$ cat src/rtl/smc_read_timer.sv
module smc_read_timer #(
  parameter int NCS  = 4,
  parameter int AW   = 16,
  parameter int DW   = 16,
  parameter int SETW = 6,
  parameter int PULW = 7,
  parameter int CYCW = 9,
  localparam int CSW = (NCS > 1) ? $clog2(NCS) : 1,
  localparam int EW  = CYCW + 2
) (
  input  logic                 clk,
  input  logic                 rst_n,
  input  logic                 req_valid,
  input  logic [CSW-1:0]       req_cs,
  input  logic [AW-1:0]        req_addr,
  input  logic [NCS*SETW-1:0]  cfg_rd_setup,
  input  logic [NCS*PULW-1:0]  cfg_rd_pulse,
  input  logic [NCS*SETW-1:0]  cfg_cs_setup,
  input  logic [NCS*PULW-1:0]  cfg_cs_pulse,
  input  logic [NCS*CYCW-1:0]  cfg_cycle,
  input  logic [DW-1:0]        mem_dq,
  output logic                 req_take,
  output logic [AW-1:0]        mem_addr,
  output logic                 mem_rd_n,
  output logic [NCS-1:0]       mem_cs_n,
  output logic                 cap_strobe,
  output logic [DW-1:0]        rd_data,
  output logic                 done
);

  logic            busy;
  logic [CYCW-1:0] cnt;
  logic [CSW-1:0]  cur;

  function automatic logic [EW-1:0] first_cnt(input logic [EW-1:0] s, input logic [EW-1:0] c);
    return (s >= c) ? c - 1'b1 : s;
  endfunction

  function automatic logic [EW-1:0] end_cnt(input logic [EW-1:0] s, input logic [EW-1:0] p,
                                            input logic [EW-1:0] c);
    logic [EW-1:0] e;
    e = s + ((p == '0) ? EW'(1) : p);
    return (e > c) ? c : e;
  endfunction

  logic [EW-1:0] cyc, k, rd_beg, rd_end, cs_beg, cs_end;
  logic          rd_on, cs_on;

  assign cyc    = (cfg_cycle[cur*CYCW +: CYCW] == '0) ? EW'(1) : EW'(cfg_cycle[cur*CYCW +: CYCW]);
  assign k      = EW'(cnt);
  assign rd_beg = first_cnt(EW'(cfg_rd_setup[cur*SETW +: SETW]), cyc);
  assign rd_end = end_cnt(rd_beg, EW'(cfg_rd_pulse[cur*PULW +: PULW]), cyc);
  assign cs_beg = first_cnt(EW'(cfg_cs_setup[cur*SETW +: SETW]), cyc);
  assign cs_end = end_cnt(cs_beg, EW'(cfg_cs_pulse[cur*PULW +: PULW]), cyc);

  assign rd_on      = busy && (k >= rd_beg) && (k < rd_end);
  assign cs_on      = busy && (k >= cs_beg) && (k < cs_end);
  assign done       = busy && (k == cyc - 1'b1);
  assign cap_strobe = busy && (k == rd_end - 1'b1);
  assign req_take   = req_valid && (!busy || (done && req_cs == cur));
  assign mem_rd_n   = !rd_on;

  always_comb begin
    mem_cs_n = '1;
    for (int i = 0; i < NCS; i++)
      if (cs_on && cur == CSW'(i)) mem_cs_n[i] = 1'b0;
  end

  always_ff @(posedge clk or negedge rst_n) begin
    if (!rst_n) begin
      busy     <= 1'b0;
      cnt      <= '0;
      cur      <= '0;
      mem_addr <= '0;
      rd_data  <= '0;
    end else begin
      if (cap_strobe) rd_data <= mem_dq;
      if (req_take) begin
        busy     <= 1'b1;
        cnt      <= '0;
        cur      <= req_cs;
        mem_addr <= req_addr;
      end else if (done) begin
        busy <= 1'b0;
      end else if (busy) begin
        cnt <= cnt + 1'b1;
      end
    end
  end

  // address only moves on an accepted request
  a_r1_addr_hold: assert property (@(posedge clk) disable iff (!rst_n)
    !req_take |=> $stable(mem_addr));

  // never more than one chip select low
  a_r3_cs_onehot: assert property (@(posedge clk) disable iff (!rst_n)
    $onehot0(~mem_cs_n));

  // capture happens while the read strobe is low
  a_r6_cap_in_pulse: assert property (@(posedge clk) disable iff (!rst_n)
    cap_strobe |-> !mem_rd_n);

  // a read that ends without a follow-on leaves every strobe high
  a_r8_idle_after_done: assert property (@(posedge clk) disable iff (!rst_n)
    (done && !req_take) |=> (mem_rd_n && &mem_cs_n));

  // a chip select falls only after a clock with all selects high
  a_r8_cs_gap: assert property (@(posedge clk) disable iff (!rst_n)
    (|(~mem_cs_n & $past(mem_cs_n))) |-> &$past(mem_cs_n));

  // done is followed either by a fresh cycle or by an idle state
  a_r5_done_closes: assert property (@(posedge clk) disable iff (!rst_n)
    (done && !req_take) |=> !done);

endmodule

$ cat config.mk
export PLATFORM = sky130hd
export DESIGN_NAME = smc_read_timer
export DESIGN_NICKNAME = d
export VERILOG_FILES = /design/src/rtl/smc_read_timer.sv
export SDC_FILE = /design/constraint.sdc
export NUM_CORES = 1
export LEC_CHECK = 0
export BUFFER_PORTS_ARGS = -buffer_cell sky130_fd_sc_hd__buf_2
export CAP_MARGIN = 0
export CORE_ASPECT_RATIO = 0.7
export CORE_MARGIN = 2
export CORE_UTILIZATION = 40
export DETAILED_ROUTE_END_ITERATION = 12
export PLACE_DENSITY = 0.67
export SLEW_MARGIN = 20
export SYNTH_ARGS = -nofsm -noshare
export SYNTH_HDL_FRONTEND = slang
export SYNTH_SLANG_ARGS = --single-unit
export TNS_END_PERCENT = 10
$ cat constraint.sdc
create_clock -name clk -period 17 [get_ports clk]
set_input_delay 3.4 -clock clk [delete_from_list [all_inputs] [get_ports clk]]
set_output_delay 3.4 -clock clk [all_outputs]
set_load 0.01 [all_outputs]
==> results.sh <==
export IMPL_status="finished, final reports clean"
export IMPL_skew_ns=0.005921
export IMPL_yosys_cell_types_count=68
export IMPL_crit_fanout=14
export IMPL_synth_seq_cells=44
export IMPL_vias=5411
export IMPL_synth_edf_count=0
export IMPL_cts_resized=0
export IMPL_numCtsBuffers=5
export IMPL_fin_nets=1064
export IMPL_antenna_found_initial=0
export IMPL_start_util_pct=40.51
export IMPL_port_buffers=216
export IMPL_critPathSlowestCell="mux4_2"
export IMPL_die_x_um=149.0
export IMPL_area_growth_pct=24.39
export IMPL_start_kind="input pin"
export IMPL_grt_total_usage_pct=21.13
export IMPL_wl_per_cell_um=16.16
export IMPL_cts_root_buf="clkbuf_16"
export IMPL_wl_met3_um=892
export IMPL_hpwlAfterDp_um=13400
export IMPL_cts_tree="done"
export IMPL_grt_overflow=0
export IMPL_wirelength_um=16190
export IMPL_multi_input_area_mm2=0.004522
export IMPL_criticalPathCategory="input pin to output port"
export IMPL_clk_pin_slew_worst_paths_ns=0.06
export IMPL_drive_gt1_share_pct=40.15
export IMPL_syn_inst=599
export IMPL_worstPathRequired_ns=13.60
export IMPL_min_from="mem_addr[13]"
export IMPL_async_flop_share_pct=100.0
export IMPL_min_to="mem_addr[13]"
export IMPL_wl_met1_um=7568
export IMPL_setup_violations=0
export IMPL_synth_seq_area_share_pct=18.70
export IMPL_maxUsedRoutingLayer="met4"
export IMPL_insertedDiodeCount=0
export IMPL_grt_max_degree=47
export IMPL_htreeDepth=2
export IMPL_clockBufferDepth=2
export IMPL_r2r_worst_path_cells=31
export IMPL_wl_met2_um=7614
export IMPL_synth_main_ff_cell="dfrtp_1"
export IMPL_holdBufCountCts=0
export IMPL_r2r_end="rd_data[1]"
export IMPL_yosys_warnings=0
export IMPL_period_share_pct=91.14
export IMPL_die_area_mm2=0.01572
export IMPL_clock_latency_ns=0.28
export IMPL_synth_area_mm2=0.005888
export IMPL_drtIter0Drc=341
export IMPL_cts_sinks=44
export IMPL_crit_arrival_ns=12.09
export IMPL_floorplan_core_area_mm2=0.01454
export IMPL_max_freq_mhz=64.54
export IMPL_grt_pass1_wl_um=27050
export IMPL_slew_violations=0
export IMPL_cpPeakStageDelay_ns=0.63
export IMPL_io_pins=217
export IMPL_nFillCells=1385
export IMPL_post_cts_buffers=0
export IMPL_maxCapViolations=0
export IMPL_hold_path_class="flip-flop to flip-flop"
export IMPL_critical_path_top_delay_family="compound AO/OA/AOI/OAI gates"
export IMPL_drc=0
export IMPL_rsz0062_at_grt="no"
export IMPL_syn_area_per_cell_um2=9.830
export IMPL_seq_area_mm2=0.001102
export IMPL_worstMarginPinSlew_ns=0.7413
export IMPL_gp_congestion=0.9448
export IMPL_holdPathStages=1
export IMPL_endpoint_kind="output port"
export IMPL_period_needed_ns=15.49
export IMPL_first_pass_iters=4
export IMPL_grt_pass1_vias=5474
export IMPL_hold_viol=0
export IMPL_path_buf_inv=2
export IMPL_r2r_slack_ns=7.16
export IMPL_slew_headroom_pct=50.58
export IMPL_tns_ns=0
export IMPL_die_y_um=105.5
export IMPL_floorplan_rows=37
export IMPL_rr_startpoint="cur[0]"
export IMPL_ant_nets=0
export IMPL_viasPerCell=5.400
-- cell families (layout without fill, tap and decap cells) --
family          count (synthesis)  in the layout  share of synthesized area (%)
compound gates                127            127                          15.15
xor+xnor                       38             38                          5.886
fa+ha+maj                      82             82                          17.64
buf+inv                        66            273                          4.568
flops                          44             44                          18.70
mux                            90             90                          24.50
other cells                     1              2                        0.06369
simple gates                  151            151                          13.49
-- flip-flops by register name, summed over array words and instances, names as in the netlist --
signal and flops:
busy 1, rd_data 16, cur 2, mem_addr 16, cnt 9
-- worst max-delay path by stage --
stage	endpoint	from	slack, ns	cells after the start
floorplan	mem_rd_n	cfg_cycle[30]	2.79	33
global placement	cap_strobe	cfg_cycle[30]	1.88	32
detailed placement	mem_rd_n	cfg_cycle[30]	1.63	34
CTS	mem_rd_n	cfg_cycle[30]	1.59	34
global route	cap_strobe	cfg_cycle[30]	0.82	32
finish	mem_rd_n	cfg_cycle[30]	1.51	34
-- layout make-up --
| type | instances | share of cell area [%] |
|---|---|---|
| inverter | 46 | 2.357 |
| clock buffer | 6 | 1.896 |
| sequential | 44 | 15.05 |
| timing repair buffer | 219 | 15.10 |
| tap | 195 | 3.331 |
| clock inverter | 2 | 0.5296 |
| multi-input combinational | 490 | 61.74 |
-- per-stage QoR --
stage | hold WS, ns | worst slack, ns | cells | utilization [%] | area (µm²)
floorplan | 0.5288 | 2.793 | 600 | - | 5892
CTS | 0.4843 | 1.588 | 1002 | 50.37 | 7322
global route | 0.4959 | 0.8248 | 1002 | 50.39 | 7325
finish | 0.4815 | 1.506 | 1002 | 50.39 | 7325
global placement | 0.4644 | 1.879 | 994 | 49.15 | 7144
detailed placement | 0.4691 | 1.631 | 994 | 49.15 | 7144
-- cells in the mapped netlist (3+ instances only) --
| cell type | count | area share [%] |
|---|---|---|
| nor2_1 | 40 | 2.5 |
| mux2i_1 | 10 | 1.7 |
| a31o_2 | 5 | 0.74 |
| mux2_2 | 32 | 6.1 |
| mux4_2 | 36 | 14 |
| nand4_1 | 12 | 1.3 |
| xnor2_1 | 27 | 4.0 |
| o21ai_0 | 26 | 2.2 |
| o211ai_1 | 5 | 0.64 |
| nor3_1 | 12 | 1.0 |
| mux2_4 | 9 | 2.3 |
| nand3_1 | 10 | 0.85 |
| xor2_1 | 10 | 1.5 |
| a211oi_1 | 5 | 0.64 |
| or3_1 | 6 | 0.64 |
| o21bai_1 | 6 | 0.76 |
| a21oi_1 | 26 | 2.2 |
| inv_1 | 46 | 2.9 |
| a21o_1 | 21 | 2.7 |
| buf_1 | 4 | 0.25 |
| a31oi_1 | 3 | 0.32 |
| nor3b_1 | 3 | 0.38 |
| nor2b_1 | 9 | 0.96 |
| dfrtp_1 | 44 | 19 |
| nor4_1 | 3 | 0.32 |
| ha_1 | 79 | 17 |
| o21a_1 | 5 | 0.64 |
| clkbuf_1 | 9 | 0.57 |
| o31ai_1 | 3 | 0.38 |
| nand2b_1 | 12 | 1.3 |
| buf_2 | 5 | 0.42 |
| nand2_1 | 28 | 1.8 |
-- routing by layer --
| metal | up-vias | global-route usage [%] |
|---|---|---|
| li1 | 2662 | - |
| met3 | 14 | 2.641 |
| met1 | 2567 | 29.82 |
| met4 | 0 | 3.537 |
| met2 | 168 | 35.29 |
| met5 | - | 0 |
-- layout by cell type (no fill, tap or decap), types with 12 or more instances in the layout --
master	count
xnor2_1	27
mux2_2	32
nand2_1	28
nand4_1	12
a21oi_1	26
dfrtp_1	43
buf_2	215
a21o_1	21
nand2b_1	12
nor2_1	40
nor3_1	12
ha_1	79
mux4_2	36
inv_1	46
o21ai_0	26
Power is left out: the tool's default activity adds up to more than one toggle a clock period on the data nets, which glitch-free logic cannot reach.
